File: src/rtl/sram_ctrl_pkg.sv
package sram_ctrl_pkg;

  typedef enum logic [2:0] {
    PH_IDLE   = 3'd0,
    PH_SETUP  = 3'd1,
    PH_STROBE = 3'd2,
    PH_RECOV  = 3'd3,
    PH_TURN   = 3'd4
  } phase_e;

  // nanosecond limits of one speed grade
  typedef struct packed {
    int unsigned t_cyc_rd;
    int unsigned t_acc_addr;
    int unsigned t_acc_oe;
    int unsigned t_release;
    int unsigned t_cyc_wr;
    int unsigned t_we_pulse;
    int unsigned t_data_setup;
    int unsigned t_addr_setup;
    int unsigned t_wr_recov;
  } grade_t;

  // clock counts of each phase
  typedef struct packed {
    int unsigned setup;
    int unsigned wr_strobe;
    int unsigned wr_recov;
    int unsigned rd_strobe;
    int unsigned rd_turn;
  } cycles_t;

  function automatic grade_t grade_limits(input int unsigned grade);
    grade_t g;
    case (grade)
      55: g = '{t_cyc_rd: 55, t_acc_addr: 55, t_acc_oe: 30, t_release: 20,
                t_cyc_wr: 55, t_we_pulse: 40, t_data_setup: 25,
                t_addr_setup: 0, t_wr_recov: 0};
      70: g = '{t_cyc_rd: 70, t_acc_addr: 70, t_acc_oe: 35, t_release: 25,
                t_cyc_wr: 70, t_we_pulse: 50, t_data_setup: 30,
                t_addr_setup: 0, t_wr_recov: 0};
      default: g = '{t_cyc_rd: 45, t_acc_addr: 45, t_acc_oe: 25, t_release: 20,
                     t_cyc_wr: 45, t_we_pulse: 35, t_data_setup: 25,
                     t_addr_setup: 0, t_wr_recov: 0};
    endcase
    return g;
  endfunction

  function automatic int unsigned ceil_cyc(input int unsigned ns, input int unsigned per);
    return (ns + per - 1) / per;
  endfunction

  function automatic int unsigned at_least_one(input int unsigned c);
    return (c == 0) ? 1 : c;
  endfunction

  function automatic int unsigned max2(input int unsigned a, input int unsigned b);
    return (a > b) ? a : b;
  endfunction

  function automatic int unsigned sat_sub(input int unsigned a, input int unsigned b);
    return (a > b) ? a - b : 0;
  endfunction

  function automatic cycles_t derive_cycles(input int unsigned grade, input int unsigned per);
    grade_t  g;
    cycles_t c;
    g           = grade_limits(grade);
    c.setup     = at_least_one(ceil_cyc(g.t_addr_setup, per));
    c.wr_recov  = at_least_one(ceil_cyc(g.t_wr_recov, per));
    c.wr_strobe = at_least_one(max2(max2(ceil_cyc(g.t_we_pulse, per),
                                         ceil_cyc(g.t_data_setup, per)),
                                    sat_sub(ceil_cyc(g.t_cyc_wr, per),
                                            c.setup + c.wr_recov)));
    c.rd_strobe = at_least_one(max2(ceil_cyc(g.t_acc_oe, per),
                                    max2(sat_sub(ceil_cyc(g.t_acc_addr, per), c.setup),
                                         sat_sub(ceil_cyc(g.t_cyc_rd, per), c.setup))));
    c.rd_turn   = at_least_one(ceil_cyc(g.t_release, per));
    return c;
  endfunction

endpackage

File: src/rtl/sram_phase_timer.sv
module sram_phase_timer #(
  parameter int CNT_W = 8
) (
  input  logic             clk,
  input  logic             rst_n,
  input  logic             load,
  input  logic [CNT_W-1:0] load_val,
  output logic             done
);
  logic [CNT_W-1:0] cnt_q;

  // a phase loaded with N lasts N clocks; done marks its last clock
  always_ff @(posedge clk or negedge rst_n) begin
    if (!rst_n)              cnt_q <= '0;
    else if (load)           cnt_q <= load_val - CNT_W'(1);
    else if (cnt_q != '0)    cnt_q <= cnt_q - CNT_W'(1);
  end

  assign done = (cnt_q == '0);
endmodule

File: src/rtl/sram_seq_fsm.sv
module sram_seq_fsm
  import sram_ctrl_pkg::*;
#(
  parameter int               CNT_W     = 8,
  parameter logic [CNT_W-1:0] SETUP_N   = 1,
  parameter logic [CNT_W-1:0] WR_STRB_N = 10,
  parameter logic [CNT_W-1:0] WR_REC_N  = 1,
  parameter logic [CNT_W-1:0] RD_STRB_N = 11,
  parameter logic [CNT_W-1:0] RD_TURN_N = 5
) (
  input  logic             clk,
  input  logic             rst_n,
  input  logic             fire,
  input  logic             req_write,
  input  logic             tmr_done,
  output phase_e           phase_q,
  output phase_e           phase_d,
  output logic             wr_d,
  output logic             tmr_load,
  output logic [CNT_W-1:0] tmr_val,
  output logic             capture
);
  logic wr_q;

  always_comb begin
    phase_d  = phase_q;
    tmr_load = 1'b0;
    tmr_val  = '0;
    capture  = 1'b0;
    wr_d     = wr_q;
    unique case (phase_q)
      PH_IDLE: if (fire) begin
        phase_d  = PH_SETUP;
        wr_d     = req_write;
        tmr_load = 1'b1;
        tmr_val  = SETUP_N;
      end
      PH_SETUP: if (tmr_done) begin
        phase_d  = PH_STROBE;
        tmr_load = 1'b1;
        tmr_val  = wr_q ? WR_STRB_N : RD_STRB_N;
      end
      PH_STROBE: if (tmr_done) begin
        phase_d  = wr_q ? PH_RECOV : PH_TURN;
        tmr_load = 1'b1;
        tmr_val  = wr_q ? WR_REC_N : RD_TURN_N;
        capture  = !wr_q;
      end
      PH_RECOV, PH_TURN: if (tmr_done) phase_d = PH_IDLE;
      default: phase_d = PH_IDLE;
    endcase
  end

  always_ff @(posedge clk or negedge rst_n) begin
    if (!rst_n) begin
      phase_q <= PH_IDLE;
      wr_q    <= 1'b0;
    end else begin
      phase_q <= phase_d;
      wr_q    <= wr_d;
    end
  end
endmodule

File: src/rtl/sram_pin_drive.sv
module sram_pin_drive
  import sram_ctrl_pkg::*;
#(
  parameter int ADDR_W = 19,
  parameter int DATA_W = 8
) (
  input  logic              clk,
  input  logic              rst_n,
  input  logic              accept,
  input  logic [ADDR_W-1:0] req_addr,
  input  logic [DATA_W-1:0] req_wdata,
  input  phase_e            phase_d,
  input  logic              wr_d,
  input  logic              capture,
  input  logic [DATA_W-1:0] mem_dq_i,
  output logic              mem_cs_n,
  output logic              mem_oe_n,
  output logic              mem_we_n,
  output logic [ADDR_W-1:0] mem_addr,
  output logic [DATA_W-1:0] mem_dq_o,
  output logic              mem_dq_oe,
  output logic              rsp_valid,
  output logic [DATA_W-1:0] rsp_rdata
);
  logic selected_d;
  assign selected_d = (phase_d == PH_SETUP) || (phase_d == PH_STROBE) ||
                      (phase_d == PH_RECOV);

  // strobes are registered from the next phase so the pins never glitch
  always_ff @(posedge clk or negedge rst_n) begin
    if (!rst_n) begin
      mem_cs_n  <= 1'b1;
      mem_oe_n  <= 1'b1;
      mem_we_n  <= 1'b1;
      mem_dq_oe <= 1'b0;
    end else begin
      mem_cs_n  <= !selected_d;
      mem_we_n  <= !((phase_d == PH_STROBE) && wr_d);
      mem_oe_n  <= !((phase_d == PH_STROBE) && !wr_d);
      mem_dq_oe <= selected_d && wr_d;
    end
  end

  always_ff @(posedge clk or negedge rst_n) begin
    if (!rst_n) begin
      mem_addr <= '0;
      mem_dq_o <= '0;
    end else if (accept) begin
      mem_addr <= req_addr;
      mem_dq_o <= req_wdata;
    end
  end

  always_ff @(posedge clk or negedge rst_n) begin
    if (!rst_n) begin
      rsp_valid <= 1'b0;
      rsp_rdata <= '0;
    end else begin
      rsp_valid <= capture;
      if (capture) rsp_rdata <= mem_dq_i;
    end
  end
endmodule

File: src/rtl/sram_async_ctrl.sv
module sram_async_ctrl
  import sram_ctrl_pkg::*;
#(
  parameter int CLK_PERIOD_NS = 4,
  parameter int SPEED_GRADE   = 45,
  parameter int ADDR_W        = 19,
  parameter int DATA_W        = 8,
  parameter int CNT_W         = 8
) (
  input  logic              clk,
  input  logic              rst_n,
  input  logic              req_valid,
  output logic              req_ready,
  input  logic              req_write,
  input  logic [ADDR_W-1:0] req_addr,
  input  logic [DATA_W-1:0] req_wdata,
  output logic              rsp_valid,
  output logic [DATA_W-1:0] rsp_rdata,
  output logic              mem_cs_n,
  output logic              mem_oe_n,
  output logic              mem_we_n,
  output logic [ADDR_W-1:0] mem_addr,
  output logic [DATA_W-1:0] mem_dq_o,
  output logic              mem_dq_oe,
  input  logic [DATA_W-1:0] mem_dq_i
);
  localparam cycles_t CYC = derive_cycles(SPEED_GRADE, CLK_PERIOD_NS);
  localparam logic [CNT_W-1:0] SETUP_N   = CNT_W'(CYC.setup);
  localparam logic [CNT_W-1:0] WR_STRB_N = CNT_W'(CYC.wr_strobe);
  localparam logic [CNT_W-1:0] WR_REC_N  = CNT_W'(CYC.wr_recov);
  localparam logic [CNT_W-1:0] RD_STRB_N = CNT_W'(CYC.rd_strobe);
  localparam logic [CNT_W-1:0] RD_TURN_N = CNT_W'(CYC.rd_turn);

  phase_e           phase_q, phase_d;
  logic             wr_d;
  logic             tmr_load, tmr_done;
  logic [CNT_W-1:0] tmr_val;

  // named events for the checker
  logic             accept;
  logic             capture;
  logic [CNT_W-1:0] turn_cycles;

  assign req_ready   = (phase_q == PH_IDLE);
  assign accept      = req_valid && req_ready;
  assign turn_cycles = RD_TURN_N;

  sram_phase_timer #(.CNT_W(CNT_W)) u_timer (
    .clk(clk), .rst_n(rst_n), .load(tmr_load), .load_val(tmr_val), .done(tmr_done)
  );

  sram_seq_fsm #(
    .CNT_W(CNT_W), .SETUP_N(SETUP_N), .WR_STRB_N(WR_STRB_N), .WR_REC_N(WR_REC_N),
    .RD_STRB_N(RD_STRB_N), .RD_TURN_N(RD_TURN_N)
  ) u_fsm (
    .clk(clk), .rst_n(rst_n), .fire(accept), .req_write(req_write),
    .tmr_done(tmr_done), .phase_q(phase_q), .phase_d(phase_d), .wr_d(wr_d),
    .tmr_load(tmr_load), .tmr_val(tmr_val), .capture(capture)
  );

  sram_pin_drive #(.ADDR_W(ADDR_W), .DATA_W(DATA_W)) u_pins (
    .clk(clk), .rst_n(rst_n), .accept(accept), .req_addr(req_addr),
    .req_wdata(req_wdata), .phase_d(phase_d), .wr_d(wr_d), .capture(capture),
    .mem_dq_i(mem_dq_i), .mem_cs_n(mem_cs_n), .mem_oe_n(mem_oe_n),
    .mem_we_n(mem_we_n), .mem_addr(mem_addr), .mem_dq_o(mem_dq_o),
    .mem_dq_oe(mem_dq_oe), .rsp_valid(rsp_valid), .rsp_rdata(rsp_rdata)
  );
endmodule

File: config.mk
export PLATFORM = sky130hd
export DESIGN_NAME = sram_async_ctrl
export DESIGN_NICKNAME = d
export VERILOG_FILES = /design/src/rtl/sram_ctrl_pkg.sv /design/src/rtl/sram_phase_timer.sv /design/src/rtl/sram_seq_fsm.sv /design/src/rtl/sram_pin_drive.sv /design/src/rtl/sram_async_ctrl.sv
export SDC_FILE = /design/constraint.sdc
export NUM_CORES = 1
export LEC_CHECK = 0
export BUFFER_PORTS_ARGS = -buffer_cell sky130_fd_sc_hd__buf_2
export CAP_MARGIN = 40
export CELL_PAD_IN_SITES_DETAIL_PLACEMENT = 1
export CELL_PAD_IN_SITES_GLOBAL_PLACEMENT = 1
export CORE_MARGIN = 3
export CORE_UTILIZATION = 40
export CTS_BUF_LIST = sky130_fd_sc_hd__clkbuf_16
export CTS_CLUSTER_SIZE = 25
export DETAILED_ROUTE_END_ITERATION = 8
export HOLD_SLACK_MARGIN = 0.05
export MAX_ROUTING_LAYER = met4
export PLACE_DENSITY_LB_ADDON = 0.1
export RECOVER_POWER = 50
export SLEW_MARGIN = 0
export SYNTH_ARGS = -nofsm -noshare
export SYNTH_HDL_FRONTEND = slang
export SYNTH_HIERARCHICAL = 1
export SYNTH_SLANG_ARGS = --single-unit
File: constraint.sdc
create_clock -name clk -period 3.64 [get_ports clk]
set_clock_uncertainty 0.1 [all_clocks]
set_input_delay 0.182 -clock clk [delete_from_list [all_inputs] [get_ports clk]]
set_output_delay 0.182 -clock clk [all_outputs]
set_load 0.02 [all_outputs]
### Word-level counts from Yosys, hierarchy flattened

Index checks and enable logic that the tools add are counted.

* register bits: 52
* output and inout port bits: 41

* add/subtract/negate cells: 2
* equal/unequal tests: 7
* multiplexer cells: 21
* reduce and logical (&&, ||, !) cells: 17

Operator list (number)
* $mux W8: 4
* $pmux W8 S3: 1
* $mux W3: 6
* $sub A8 B1 Y8 const B: 2
* $eq A3 B2 Y1 const B: 4
* $pmux W3 S4: 1
* $logic_not A8 Y1: 1
* $mux W1: 8
* $reduce_bool A8 Y1: 1
* $eq A3 B1 Y1 const B: 2
* $logic_not A1 Y1: 5
* $logic_and A1 B1 Y1: 4
* $reduce_or A2 Y1: 2
* $eq A3 B3 Y1 const B: 1
* $logic_not A3 Y1: 1
* $logic_or A1 B1 Y1: 2
* $pmux W1 S2: 1
* $reduce_bool A2 Y1: 1

### Longest topological paths before layout

* word-level depth: 8
* depth in mapped cells: 13

### Modules after synthesis

The synthesis kept the hierarchy.

By module, submodules not included
* sram_pin_drive: instances 1, cells each 84, area an instance 1569.0 um^2, sequential area each 1004.7 um^2
* sram_phase_timer: instances 1, cells each 60, area an instance 601.8 um^2, sequential area each 200.2 um^2
* sram_seq_fsm: instances 1, cells each 34, area an instance 345.3 um^2, sequential area each 100.1 um^2
* sram_async_ctrl: instances 1, cells each 2, area an instance 20.0 um^2, sequential area each 0.0 um^2

### Worst setup path before layout

No wires, ideal clock.

* kind: register -> register
* start point: register u_timer.cnt_q[2]
* end point: register u_timer.cnt_q[4]
* library setup time: 121 ps
* arrival time: 2876 ps
* data required time: 3419 ps
* slack: 543 ps
* stages on the path, launching flop included: 14
* buffers on the path: 4
* period minus slack after synthesis: 3097 ps
* path through: dfrtp_1 > or4_4 > buf_6 > nor2_8 > clkbuf_2 > and4bb_1 > a21o_1 > buf_2 > buf_6 > mux2i_1 > ha_1 > o21ai_0 > xnor2_1 > a22o_1

* elaborated cells on any way between the ends: 12
* classes of those cells: 2 x add/sub; 7 x mux; 3 x reduce/logical

RTL lines
* start: declaration: RTL line sram_phase_timer.sv:10 `logic [CNT_W-1:0] cnt_q;`
* start signal: assignment: RTL line sram_phase_timer.sv:15 `else if (load) cnt_q <= load_val - CNT_W'(1);`
* start signal: assignment: RTL line sram_phase_timer.sv:16 `else if (cnt_q != '0) cnt_q <= cnt_q - CNT_W'(1);`
* $logic_not A8 Y1 *: RTL line sram_phase_timer.sv:19 `assign done = (cnt_q == '0);`
* named net tmr_done: RTL line sram_async_ctrl.sv:36 `logic tmr_load, tmr_done;`
* $mux W1 *: RTL line sram_seq_fsm.sv:38, sram_seq_fsm.sv:43
* $pmux W1 S2 *: RTL line sram_seq_fsm.sv:31 `unique case (phase_q)`
* named net tmr_load: RTL line sram_async_ctrl.sv:36
* $mux W8 or $reduce_bool A2 Y1 (tied branches)

The timed path passes the listed nets; every way through them passes the cells marked *. The select of a mux whose other input is x is not followed.
A chain may end at the register's enable or synchronous reset.

### Worst setup path in the final report

* start point: register u_timer.cnt_q[4]
* end point: register u_timer.cnt_q[4]

Same word-level chain as after synthesis.

==> flow_summary_export.csv <==
group,metric,value,unit
power,p_per_area,752.4,nW/um^2
logic_synthesis,netlist_instances,180,
timing,max_freq,330.7,MHz
logic_synthesis,yosysTopAreaCell,"dfrtp_1",
timing,rsz0062_at_grt,"no",
floorplan,boundaryPins,80,
worst_setup_path,cpPeakStageDelay,610,ps
timing,hold_viol_final,0,
drt,via_per_inst,4.938,
drt,drt-wirelength-per-cell,18.22,um
layout,layout-drive-gt1-share,36.05,%
timing,period_share,83.07,%
logic_synthesis,synth_area,2536,sq um
cts,htreeDepth,2,
logic_synthesis,yosys_warnings,6,
power,ir_drop,382.7,uV
placed_design,place_area,2923,sq um
logic_synthesis,ys_types,53,
worst_setup_path,arrival,3100,ps
worst_setup_path,cp-start-kind,"register",
global_route,grt_pass1_wl,10.67,mm
timing,tns,0,ps
outcome,status,"completed",
flow_run,drv_cap,0,
worst_setup_path,critPathBufInv,0,
power,p_leak,1.532,nW
worst_setup_path,cp_slowest_cell,"or4_4",
timing,setup_ws,616.1,ps
worst_setup_path,r2r-end,"u_timer/cnt_q[4]$_DFFE_PN0P_",
drt,vias,1822,
layout,num_antenna_cells,0,
worst_setup_path,path_cells,"or4_4 > nor2_8 > and4bb_1 > a21o_1 > mux2i_1 > ha_1 > o21ai_0 > xnor2_1 > a22o_1",
cts,cts.sinks,52,
layout,fin_area,3402,sq um
global_route,grt_max_degree,53,
logic_synthesis,synthFlopType,"dfrtp_1",
global_route,grt_usage,19.49,%
worst_setup_path,startpoint,"u_timer/cnt_q[4]$_DFFE_PN0P_",
cts,clk_path_buf_depth,2,
floorplan,start_util,42.09,%
worst_setup_path,cp_max_fo,15,
worst_setup_path,cp-endpoint,"u_timer/cnt_q[4]$_DFFE_PN0P_",
worst_setup_path,cp.depth,9,
logic_synthesis,synth-seq-cells,52,
worst_setup_path,crit_type,"register to register",
min_path,hp-class,"input port to register",
worst_setup_path,reg2reg_depth,9,
logic_synthesis,synth_edf_count,0,
floorplan,num_rows,28,
global_route,antenna_found_initial,0,
global_route,gr-total-overflow,0,
timing,setup_viol,0,
worst_setup_path,crit_required,3710,ps
worst_setup_path,cp_top_family,"simple AND/OR/NAND/NOR gates",
timing,tightest_slew,1267,ps
cts,cts_tree,"built",
logic_synthesis,synth.avg_cell_area,14.09,sq um
drt,drc_errors,0,
cts,ctsRootBufferMaster,"clkbuf_16",
logic_synthesis,seq_area_frac_synth,51.46,%
cts,cts_buffers,5,
cts,clkLatencyLatePin,290,ps
timing,max-slew-margin-rel,15.57,%
drt,drtPass1Iterations,4,
placed_design,port_buffers,79,
power,p_total,0.002560,W
global_route,grt_pass1_vias,1937,
logic_synthesis,ys_async_sr_fraction,100.0,%
timing,finalMaxSlewViolations,0,
drt,wirelength,6.724,mm
placed_design,dpl.hpwl,3.920,mm
logic_synthesis,synth.area.top_cells,"dfrtp_1 (48%), mux2_4 (12%), mux2_2 (7.1%)",
placed_design,place_ws,648.7,ps
floorplan,core,6026,sq um
layout,area_growth,34.14,%
worst_setup_path,endpoint_kind,"register",
drt,antenna_left,0,
floorplan,die_w,85.63,um
floorplan,die_h,85.63,um
timing,period_minus_slack,3024,ps
drt,drt_iter0_drc,44,
placed_design,gp_congestion,0.7887,
logic_synthesis,yosys.area.top_type_share,48.35,%
worst_setup_path,r2r_start,"u_timer/cnt_q[4]$_DFFE_PN0P_",
worst_setup_path,reg2reg_slack,620,ps
floorplan,die-area,7332,sq um
cts,cts.clk_slew.worst_paths,70,ps
layout,final_nets,333,
layout,fill_cells,630,
==> kinds of logic (layout without fill, tap and decap cells) <==
| family | after synthesis | count (layout) | synth area share (%) |
|---|---|---|---|
| other | 1 | 4 | 0.1479 |
| flip-flops | 52 | 52 | 51.46 |
| AND/OR/NAND/NOR | 41 | 41 | 12.68 |
| XOR/XNOR | 7 | 7 | 2.417 |
| adder cells (fa/ha/maj) | 1 | 1 | 0.4933 |
| AO/OA/AOI/OAI | 22 | 22 | 6.364 |
| multiplexers | 40 | 40 | 20.57 |
| buffers and inverters | 16 | 127 | 5.870 |
==> routing by layer <==
layer / GRT usage [%] / wire length [um] / part of all wire, % / up-vias
li1: - / - / - / 863
met1: 23.95 / 2921 / 43 / 900
met2: 33.26 / 3440 / 51 / 52
met3: 3.939 / 299 / 4.4 / 7
met4: 4.317 / 62 / 0.92 / 0
met5: - / 0 / 0 / -
==> Yosys cell counts, drive strengths merged (2+ instances only) <==
cell	instances
nor2	9
nor2b	2
o21a	2
xnor2	4
a21oi	5
buf	14
a21o	2
and4bb	3
nand2	4
mux2	37
nor3	5
nand4bb	2
xor2	3
mux2i	3
and3	2
dfstp	3
dfrtp	49
nor3b	3
nor4b	2
or4	2
o21ai	3
==> what timing repair did <==
item,4_1_cts,5_1_grt
hold buffers,36,0
buffers inserted,0,0
gates resized for setup,0,0
hold endpoints to repair,84,0
==> layout make-up <==
cell class | count | area (sq um) | share of cell area, %
sequential | 52 | 1305 | 38.36
multi-input combinational | 115 | 1102 | 32.40
timing repair buffer | 118 | 729.5 | 21.44
clock inverter | 3 | 42.54 | 1.250
tap | 75 | 93.84 | 2.758
clock buffer | 5 | 125.1 | 3.678
inverter | 1 | 3.754 | 0.1103
==> cells in the final DEF, fill, tap and decap left out, types with 2 or more instances in the layout <==
| master | netlist | layout |
|---|---|---|
| mux2_4 | 20 | 20 |
| clkbuf_1 | 0 | 37 |
| nor3_1 | 4 | 4 |
| nor2b_1 | 2 | 2 |
| buf_4 | 6 | 2 |
| dfstp_2 | 3 | 3 |
| o21ai_1 | 2 | 2 |
| mux2i_1 | 3 | 3 |
| clkbuf_16 | 0 | 5 |
| and4bb_2 | 2 | 2 |
| dfrtp_1 | 49 | 49 |
| a21oi_1 | 4 | 4 |
| nor3b_1 | 3 | 3 |
| or4_4 | 2 | 2 |
| xnor2_1 | 4 | 4 |
| buf_2 | 2 | 42 |
| and3_1 | 2 | 2 |
| a21o_1 | 2 | 2 |
| xor2_1 | 3 | 3 |
| nand2_1 | 4 | 4 |
| nor2_1 | 7 | 7 |
| dlygate4sd3_1 | 0 | 36 |
| mux2_2 | 16 | 16 |
| o21a_1 | 2 | 2 |
| conb_1 | 1 | 4 |
| nand4bb_1 | 2 | 2 |
==> worst min-delay path by stage <==
stage	start	to	cells past startpoint
floorplan	rst_n	u_fsm/phase_q[0]$_DFF_PN0_	0
detailed placement	rst_n	u_pins/mem_addr[9]$_DFFE_PN0P_	2
finish	req_write	u_fsm/wr_q$_DFF_PN0_	2
global route	req_write	u_fsm/wr_q$_DFF_PN0_	2
CTS	req_write	u_fsm/wr_q$_DFF_PN0_	2
global placement	rst_n	u_pins/mem_addr[9]$_DFFE_PN0P_	2
==> registers in the layout (all words and copies together), names as in the netlist <==
name,cells
u_fsm/wr_q,1
u_timer/cnt_q,8
u_pins/mem_addr,19
u_pins/mem_we_n,1
u_pins/mem_dq_oe,1
u_pins/mem_oe_n,1
u_pins/rsp_rdata,8
u_fsm/phase_q,3
u_pins/mem_dq_o,8
u_pins/mem_cs_n,1
u_pins/rsp_valid,1
==> report_power, final <==
group / switching, W / total [W] / leakage, nW / internal, W
registers: 0.000192 / 0.00100 / 0.632 / 0.000810
logic: 0.000563 / 0.00103 / 0.820 / 0.000467
clock network: 0.000206 / 0.000529 / 0.0798 / 0.000323
==> through the flow <==
step | std cells | hold slack (ps) | util [%]
2_1_floorplan | 183 | -213.6 | -
3_3_place_gp | 325 | 242.6 | 48.50
3_5_place_dp | 325 | 252.7 | 48.50
4_1_cts | 369 | 76.99 | 57.27
5_1_grt | 369 | 84.75 | 56.46
6_report | 369 | 79.43 | 56.46
No activity file was read; power rests on OpenSTA's default activity.
